File: src/rtl/i2c_rd_pkg.sv
package i2c_rd_pkg;

  typedef enum logic [4:0] {
    ST_IDLE, ST_FREE, ST_START,
    ST_A_LO1, ST_A_LO2, ST_A_RISE, ST_A_HI,
    ST_K_LO1, ST_K_LO2, ST_K_RISE, ST_K_HI,
    ST_R_LO, ST_R_RISE, ST_R_HI,
    ST_M_LO1, ST_M_LO2, ST_M_RISE, ST_M_HI, ST_M_LO3,
    ST_P_LO1, ST_P_LO2, ST_P_RISE, ST_P_HI, ST_P_SDA
  } rd_state_e;

  localparam logic [7:0] RC_OK      = 8'h00;
  localparam logic [7:0] RC_BUSY    = 8'h01;
  localparam logic [7:0] RC_NOACK   = 8'h02;
  localparam logic [7:0] RC_ARB     = 8'h08;
  localparam logic [7:0] RC_TIMEOUT = 8'h10;
  localparam logic [7:0] RC_BADADDR = 8'h20;
  localparam logic [7:0] RC_BADLEN  = 8'h40;

  // States in which the master holds SCL low.
  function automatic logic scl_pulled(rd_state_e s);
    case (s)
      ST_A_LO1, ST_A_LO2, ST_K_LO1, ST_K_LO2, ST_R_LO,
      ST_M_LO1, ST_M_LO2, ST_M_LO3, ST_P_LO1, ST_P_LO2: return 1'b1;
      default: return 1'b0;
    endcase
  endfunction

endpackage

File: src/rtl/i2c_rd_sync.sv
module i2c_rd_sync #(
  parameter int W      = 2,
  parameter int STAGES = 2
) (
  input  logic         clk,
  input  logic         rst_n,
  input  logic [W-1:0] d_i,
  output logic [W-1:0] q_o
);

  genvar g;
  generate
    for (g = 0; g < W; g++) begin : g_bit
      logic [STAGES-1:0] pipe_q;
      // Idle bus lines are high, so the chain resets to 1.
      always_ff @(posedge clk or negedge rst_n) begin
        if (!rst_n) pipe_q <= '1;
        else        pipe_q <= {pipe_q[STAGES-2:0], d_i[g]};
      end
      assign q_o[g] = pipe_q[STAGES-1];
    end
  endgenerate

endmodule

File: src/rtl/i2c_rd_timer.sv
module i2c_rd_timer #(
  parameter int CW = 8
) (
  input  logic          clk,
  input  logic          rst_n,
  input  logic          clr_i,
  output logic [CW-1:0] cnt_o
);

  logic [CW-1:0] cnt_d;

  always_comb begin
    cnt_d = cnt_o;
    if (clr_i)            cnt_d = '0;
    else if (cnt_o != '1) cnt_d = cnt_o + 1'b1;
  end

  always_ff @(posedge clk or negedge rst_n) begin
    if (!rst_n) cnt_o <= '0;
    else        cnt_o <= cnt_d;
  end

endmodule

File: src/rtl/i2c_rd_shreg.sv
module i2c_rd_shreg #(
  parameter int W = 8
) (
  input  logic         clk,
  input  logic         rst_n,
  input  logic         load_i,
  input  logic [W-1:0] load_val_i,
  input  logic         shift_i,
  input  logic         din_i,
  output logic [W-1:0] q_o
);

  logic [W-1:0] q_d;

  always_comb begin
    q_d = q_o;
    if (load_i)       q_d = load_val_i;
    else if (shift_i) q_d = {q_o[W-2:0], din_i};
  end

  always_ff @(posedge clk or negedge rst_n) begin
    if (!rst_n) q_o <= '0;
    else        q_o <= q_d;
  end

endmodule

File: src/rtl/i2c_rd_master.sv
module i2c_rd_master
  import i2c_rd_pkg::*;
#(
  parameter int T_HOLD      = 75,
  parameter int T_HALF      = 38,
  parameter int STRETCH_MAX = 4096
) (
  input  logic       clk,
  input  logic       rst_n,
  input  logic       req_i,
  input  logic [7:0] addr_i,
  input  logic [8:0] len_i,
  input  logic       scl_i,
  input  logic       sda_i,
  output logic       scl_oe_o,
  output logic       sda_oe_o,
  output logic [7:0] rx_data_o,
  output logic       rx_valid_o,
  output logic       busy_o,
  output logic       done_o,
  output logic [7:0] status_o
);

  localparam int BIG0  = (T_HOLD > T_HALF) ? T_HOLD : T_HALF;
  localparam int BIG   = (BIG0 > STRETCH_MAX) ? BIG0 : STRETCH_MAX;
  localparam int CW    = $clog2(BIG + 1);
  localparam logic [CW-1:0] HOLD_END = CW'(T_HOLD - 1);
  localparam logic [CW-1:0] HALF_END = CW'(T_HALF - 1);
  localparam logic [CW-1:0] TO_END   = CW'(STRETCH_MAX - 1);

  rd_state_e     state_q, state_d;
  logic          scl_oe_q, sda_oe_d, sda_oe_q;
  logic [2:0]    bit_q, bit_d;
  logic [7:0]    rem_q, rem_d;
  logic          nack_q, nack_d;
  logic [7:0]    res_q, res_d;
  logic [7:0]    status_q, status_d;
  logic          done_q, done_d;
  logic          valid_q, valid_d;
  logic          sh_load, sh_shift, sh_din;
  logic [7:0]    sh_q;
  logic [CW-1:0] tcnt;
  logic [1:0]    lines_s;
  logic          scl_s, sda_s;
  logic          hold_end, half_end, to_end, timeout;

  i2c_rd_sync #(.W(2), .STAGES(2)) u_sync (
    .clk(clk), .rst_n(rst_n), .d_i({scl_i, sda_i}), .q_o(lines_s)
  );
  assign scl_s = lines_s[1];
  assign sda_s = lines_s[0];

  // The phase timer restarts whenever the state changes.
  i2c_rd_timer #(.CW(CW)) u_timer (
    .clk(clk), .rst_n(rst_n), .clr_i(state_d != state_q), .cnt_o(tcnt)
  );

  i2c_rd_shreg #(.W(8)) u_shreg (
    .clk(clk), .rst_n(rst_n), .load_i(sh_load), .load_val_i(addr_i),
    .shift_i(sh_shift), .din_i(sh_din), .q_o(sh_q)
  );

  assign hold_end = (tcnt == HOLD_END);
  assign half_end = (tcnt == HALF_END);
  assign to_end   = (tcnt == TO_END);

  always_comb begin
    state_d  = state_q;
    sda_oe_d = sda_oe_q;
    bit_d    = bit_q;
    rem_d    = rem_q;
    nack_d   = nack_q;
    res_d    = res_q;
    status_d = status_q;
    done_d   = 1'b0;
    valid_d  = 1'b0;
    sh_load  = 1'b0;
    sh_shift = 1'b0;
    sh_din   = 1'b0;
    timeout  = 1'b0;
    case (state_q)
      ST_IDLE: if (req_i) begin
        if (!addr_i[0]) begin
          done_d = 1'b1; status_d = RC_BADADDR;
        end else if ((len_i == 9'd0) || len_i[8]) begin
          done_d = 1'b1; status_d = RC_BADLEN;
        end else begin
          state_d = ST_FREE; sh_load = 1'b1; rem_d = len_i[7:0]; bit_d = 3'd0;
        end
      end
      ST_FREE: begin
        if (!(scl_s && sda_s)) begin
          state_d = ST_IDLE; done_d = 1'b1; status_d = RC_BUSY;
        end else if (hold_end) begin
          state_d = ST_START; sda_oe_d = 1'b1;
        end
      end
      ST_START:  if (hold_end) state_d = ST_A_LO1;
      ST_A_LO1:  if (half_end) begin state_d = ST_A_LO2; sda_oe_d = ~sh_q[7]; end
      ST_A_LO2:  if (half_end) state_d = ST_A_RISE;
      ST_A_RISE: begin
        if (scl_s) begin
          if (!sda_oe_q && !sda_s) begin
            state_d = ST_IDLE; done_d = 1'b1; status_d = RC_ARB;
          end else begin
            state_d = ST_A_HI;
          end
        end else if (to_end) timeout = 1'b1;
      end
      ST_A_HI: if (hold_end) begin
        sh_shift = 1'b1;
        if (bit_q == 3'd7) begin bit_d = 3'd0; state_d = ST_K_LO1; end
        else begin bit_d = bit_q + 3'd1; state_d = ST_A_LO1; end
      end
      ST_K_LO1:  if (half_end) begin state_d = ST_K_LO2; sda_oe_d = 1'b0; end
      ST_K_LO2:  if (half_end) state_d = ST_K_RISE;
      ST_K_RISE: begin
        if (scl_s) begin state_d = ST_K_HI; nack_d = sda_s; end
        else if (to_end) timeout = 1'b1;
      end
      ST_K_HI: begin
        if (sda_s) nack_d = 1'b1;
        if (hold_end) begin
          if (nack_q || sda_s) begin state_d = ST_P_LO1; res_d = RC_NOACK; end
          else state_d = ST_R_LO;
        end
      end
      ST_R_LO:   if (hold_end) state_d = ST_R_RISE;
      ST_R_RISE: begin
        if (scl_s) begin
          sh_shift = 1'b1; sh_din = sda_s; state_d = ST_R_HI;
          if (bit_q == 3'd7) begin valid_d = 1'b1; rem_d = rem_q - 8'd1; end
        end else if (to_end) timeout = 1'b1;
      end
      ST_R_HI: if (hold_end) begin
        if (bit_q == 3'd7) begin bit_d = 3'd0; state_d = ST_M_LO1; end
        else begin bit_d = bit_q + 3'd1; state_d = ST_R_LO; end
      end
      ST_M_LO1:  if (half_end) begin state_d = ST_M_LO2; sda_oe_d = (rem_q != 8'd0); end
      ST_M_LO2:  if (half_end) state_d = ST_M_RISE;
      ST_M_RISE: begin
        if (scl_s) state_d = ST_M_HI;
        else if (to_end) timeout = 1'b1;
      end
      ST_M_HI:   if (hold_end) state_d = ST_M_LO3;
      ST_M_LO3:  if (half_end) begin
        if (rem_q == 8'd0) begin
          state_d = ST_P_LO2; sda_oe_d = 1'b1; res_d = RC_OK;
        end else begin
          state_d = ST_R_LO; sda_oe_d = 1'b0;
        end
      end
      ST_P_LO1:  if (half_end) begin state_d = ST_P_LO2; sda_oe_d = 1'b1; end
      ST_P_LO2:  if (hold_end) state_d = ST_P_RISE;
      ST_P_RISE: begin
        if (scl_s) state_d = ST_P_HI;
        else if (to_end) timeout = 1'b1;
      end
      ST_P_HI:   if (hold_end) begin state_d = ST_P_SDA; sda_oe_d = 1'b0; end
      ST_P_SDA: begin
        if (sda_s) begin state_d = ST_IDLE; done_d = 1'b1; status_d = res_q; end
        else if (to_end) timeout = 1'b1;
      end
      default: state_d = ST_IDLE;
    endcase
    if (timeout) begin
      state_d = ST_IDLE; done_d = 1'b1; status_d = RC_TIMEOUT;
    end
    if (state_d == ST_IDLE) sda_oe_d = 1'b0;
  end

  always_ff @(posedge clk or negedge rst_n) begin
    if (!rst_n) begin
      state_q  <= ST_IDLE;
      scl_oe_q <= 1'b0;
      sda_oe_q <= 1'b0;
      bit_q    <= 3'd0;
      rem_q    <= 8'd0;
      nack_q   <= 1'b0;
      res_q    <= 8'd0;
      status_q <= 8'd0;
      done_q   <= 1'b0;
      valid_q  <= 1'b0;
    end else begin
      state_q  <= state_d;
      scl_oe_q <= scl_pulled(state_d);
      sda_oe_q <= sda_oe_d;
      bit_q    <= bit_d;
      rem_q    <= rem_d;
      nack_q   <= nack_d;
      res_q    <= res_d;
      status_q <= status_d;
      done_q   <= done_d;
      valid_q  <= valid_d;
    end
  end

  assign scl_oe_o   = scl_oe_q;
  assign sda_oe_o   = sda_oe_q;
  assign rx_data_o  = sh_q;
  assign rx_valid_o = valid_q;
  assign busy_o     = (state_q != ST_IDLE);
  assign done_o     = done_q;
  assign status_o   = status_q;

  assert_idle_release_R11: assert property (@(posedge clk) disable iff (!rst_n)
    !busy_o |-> (!scl_oe_o && !sda_oe_o));

  assert_reject_addr_R1: assert property (@(posedge clk) disable iff (!rst_n)
    (!busy_o && req_i && !addr_i[0]) |=> (done_o && status_o == RC_BADADDR && !busy_o));

  assert_reject_len_R2: assert property (@(posedge clk) disable iff (!rst_n)
    (!busy_o && req_i && addr_i[0] && (len_i == 9'd0 || len_i[8]))
      |=> (done_o && status_o == RC_BADLEN && !busy_o));

  assert_addr_stable_hi_R4: assert property (@(posedge clk) disable iff (!rst_n)
    (state_q == ST_A_HI) |-> $stable(sda_oe_o));

  assert_strobe_single_R7: assert property (@(posedge clk) disable iff (!rst_n)
    rx_valid_o |=> !rx_valid_o);

  assert_sda_free_rx_R7: assert property (@(posedge clk) disable iff (!rst_n)
    (state_q == ST_R_HI || state_q == ST_R_LO) |-> !sda_oe_o);

endmodule

File: config.mk
export PLATFORM = sky130hd
export DESIGN_NAME = i2c_rd_master
export DESIGN_NICKNAME = d
export VERILOG_FILES = /design/src/rtl/i2c_rd_pkg.sv /design/src/rtl/i2c_rd_sync.sv /design/src/rtl/i2c_rd_timer.sv /design/src/rtl/i2c_rd_shreg.sv /design/src/rtl/i2c_rd_master.sv
export SDC_FILE = /design/constraint.sdc
export NUM_CORES = 1
export LEC_CHECK = 0
export BUFFER_PORTS_ARGS = -buffer_cell sky130_fd_sc_hd__buf_2
export CORE_AREA = 2 2 130 132
export CTS_CLUSTER_DIAMETER = 40
export DETAILED_ROUTE_END_ITERATION = 6
export DIE_AREA = 0 0 132 134
export PLACE_DENSITY_LB_ADDON = 0.08
export SLEW_MARGIN = 10
export SYNTH_ARGS = -nofsm -noshare
export SYNTH_HDL_FRONTEND = slang
export SYNTH_HIERARCHICAL = 1
export SYNTH_SLANG_ARGS = --single-unit
File: constraint.sdc
create_clock -name clk -period 5.7 [get_ports clk]
set_input_delay 0.57 -clock clk [delete_from_list [all_inputs] [get_ports clk]]
set_output_delay 0.57 -clock clk [all_outputs]
set_load 0.02 [all_outputs]
==> key figures <==
Critical path
  – Crit. End Element: register
  – Critical Path Fanout Max: 19
  – Crit Path Class: register to register
  – Worst EP required: between 5 and 6 ns
  – Worst EP arrival: 4.11 ns
  – Worst setup SP type: register

Flow run
  – Max Cap Viol: 0

Yosys
  – Top-count cell post-synth: dfrtp_1
  – Synth cell types: slightly above 80
  – Yosys top cell area share: between 30% and 40%
  – Ys Warns: 6
  – Synth top area cells: dfrtp_1 (32%), nor2_1 (4.2%), nand2_1 (3.7%), a21oi_1 (3.2%), mux2i_1 (3.1%)
  – Sequential-to-total area share from yosys stat: between 30% and 40%
  – Ys flop type: dfrtp_1
  – Post-synth EDFFs: 0
  – Commonest cells in the netlist: dfrtp_1 (49), nor2_1 (43), nand2_1 (38)
  – Post-synth ARST share: between 90% and 100%
  – Gate Count Post-Synth: approximately 450
  – Syn Area/Cell: roughly 8.6 sq um
  – Synth Register Bits: 53
  – Synth area leader: dfrtp_1
  – Cell Area, Synth: slightly below 0.004 sq mm

Placed design
  – PortBufs: 40
  – Gp weighted congestion: about 0.85
  – Pre-CTS setup slack: 1.81 ns
  – Placed insts: around 700
  – Hpwl dp: between 8000 and 9000 microns

Finish
  – Register Area: roughly 0.0013 sq mm
  – Multi-input logic area: 0.00225 sq mm
  – Layout cells sized above 1: ~18%
  – Final core utilization: roughly a quarter
  – Area grow syn2layout: 11.8%
  – Nets: around 500
  – N_diodes: 0
  – Fill count: around 1.8k
  – Final cell count without fillers: 690

Clock tree
  – Clock-pin slew on the worst setup and hold paths: 0.08 ns
  – CTS Buffer Depth: 2
  – Sink Count: 53
  – Post-CTS Hold Buffers: 0
  – Num CTS Buffers: 5
  – Clock Latency Late Sink: around 0.3 ns
  – CTS tree: yes
  – Htree depth: 2
  – Post-CTS setup buffer count: 0
  – CTS Root Cell: clkbuf_16
  – Post_cts resized: 0

Timing
  – Worst Skew: 0.00620 ns
  – Worst Tran Pin Value: 0.967 ns
  – Relative slew slack: 35.5%
  – Hold slack: 0.352 ns
  – Tcrit/Tclk final: 67.7%
  – Endpoints failing setup: 0
  – Pins Over Slew Limit: 0
  – Final WS setup: 1.84 ns
  – Maximum clock rate: between 200 and 300 MHz
  – Fin crit period: a little under 4 ns
  – Final Hold Viols: 0
  – Final TNS setup: 0 ns
  – RSZ-0062 raised after global routing: false

Outcome
  – Status: complete, no violations

Routing
  – Final WL: roughly 12,000 microns
  – Vias: 3,534
  – DRT iter0 DRCs: 177
  – DR vias/cell: ~5
  – DR WL/cell: ~18 microns
  – DRT antenna net count: 0
  – Drt first pass iters: 4
  – Drt drc: 0

Global routing
  – Vias in the first global route: between 3k and 4k
  – Initial antenna violation count: 0
  – Tot GR Track Use: 13.9%
  – First-pass GRT wire length: 19,600 microns
  – Grt ovf: 0
  – Largest net degree at the start of global routing: 54

Floorplanning
  – Starting Density: a little under a quarter
  – # IOs: between 40 and 50
  – Die height: 134 microns
  – Die Wd: 132 microns
  – Core Footprint: ~0.016 sq mm
  – Die ar.: about 0.018 sq mm
  – Row Count: 47

Pwr
  – Peak VDD IR: ~0.11 mV
  – Power Dens Cells: between 200 and 250 mW/mm^2
  – Leak: approximately 0.0018 uW

Worst hold path
  – HP Class: register to register
-- layer usage --
metal / part of all wire, % / global-route usage, % / up-vias / wire length [microns]
met5: 0 / 0 / - / 0
met4: 2.4 / 4.83 / 0 / 285
met2: 47 / 22.8 / 95 / 5730
met1: 46 / 18.5 / 1706 / 5530
met3: 4.5 / 2.57 / 19 / 546
li1: - / - / 1714 / -
-- metrics by stage --
stage	power, uW	area (sq um)
after floorplan	588	3860
final	968	4310
after global placement	660	4160
after CTS	990	4310
after detailed placement	660	4160
after global routing	1030	4310
-- worst max-delay path, cell delays in order, from the launching register on --
cell and delay, ns:
dfrtp_1 0.70, buf_4 0.34, nand2_1 0.15, nor3_1 0.34, o2111ai_1 0.27, o21ai_1 0.48
nor2_1 0.17, o21ai_0 0.19, nand4_1 0.56, a311oi_1 0.46, a41o_2 0.15
-- logic make-up after synthesis --
kind of cell / share of synthesized area, %
and+or+nand+nor: 27.2
xor gates and xnor gates: 1.14
DFF: 34.5
other: 0.0972
buffers and inverters: 7.50
AOI/OAI and AO/OA: 23.9
muxes: 3.41
adders and majority gates: 2.27
-- path summary, 6_finish.rpt --
path,start,endpoint,slack [ns],cells past startpoint
max in group asynchronous,rst_n,u_timer/cnt_o[5],4.82,2
max,state_q[1],u_timer/cnt_o[3],1.84,10
min in group asynchronous,rst_n,u_shreg/q_o[2],0.40,2
min reg2reg,u_sync/g_bit[0].pipe_q[0],u_sync/g_bit[0].pipe_q[1],0.35,0
max reg2reg,state_q[1],u_timer/cnt_o[3],1.84,10
min,u_sync/g_bit[0].pipe_q[0],u_sync/g_bit[0].pipe_q[1],0.35,0
-- placed cells by master, fill, tap and decap left out, types with 7 or more instances in the layout --
cell / count
nand2_1: 38
nor3_1: 22
mux2i_1: 12
inv_1: 16
nor2b_1: 8
ha_1: 7
o21ai_0: 22
nor2_1: 43
buf_2: 40
nand3_1: 17
nand2b_1: 11
a21oi_1: 25
a22o_1: 8
a31oi_1: 9
o21ai_1: 9
dfrtp_1: 49
-- state kept, by name (all words and copies together) (netlist names), 3 cells and up --
signal and cells:
u_timer/cnt_o 13, u_shreg/q_o 8, status_o 6, rem_q 8, u_sync/g_bit.pipe_q 4, state_q 5, bit_q 3
-- cell type report --
class	count	area share, %
sequential	53	30.9
clock buffer	5	2.90
tap	220	6.39
clock inverter	3	0.610
timing repair buffer	46	5.69
inverter	16	1.39
multi-input combinational	347	52.1
-- report_power, final --
group          switching, uW  total, uW  internal [uW]
logic                    115        186           70.7
clock network            152        319            166
registers               48.2        464            416
total                    315        968            653
Note: power is estimated with default switching activity, not from simulation.
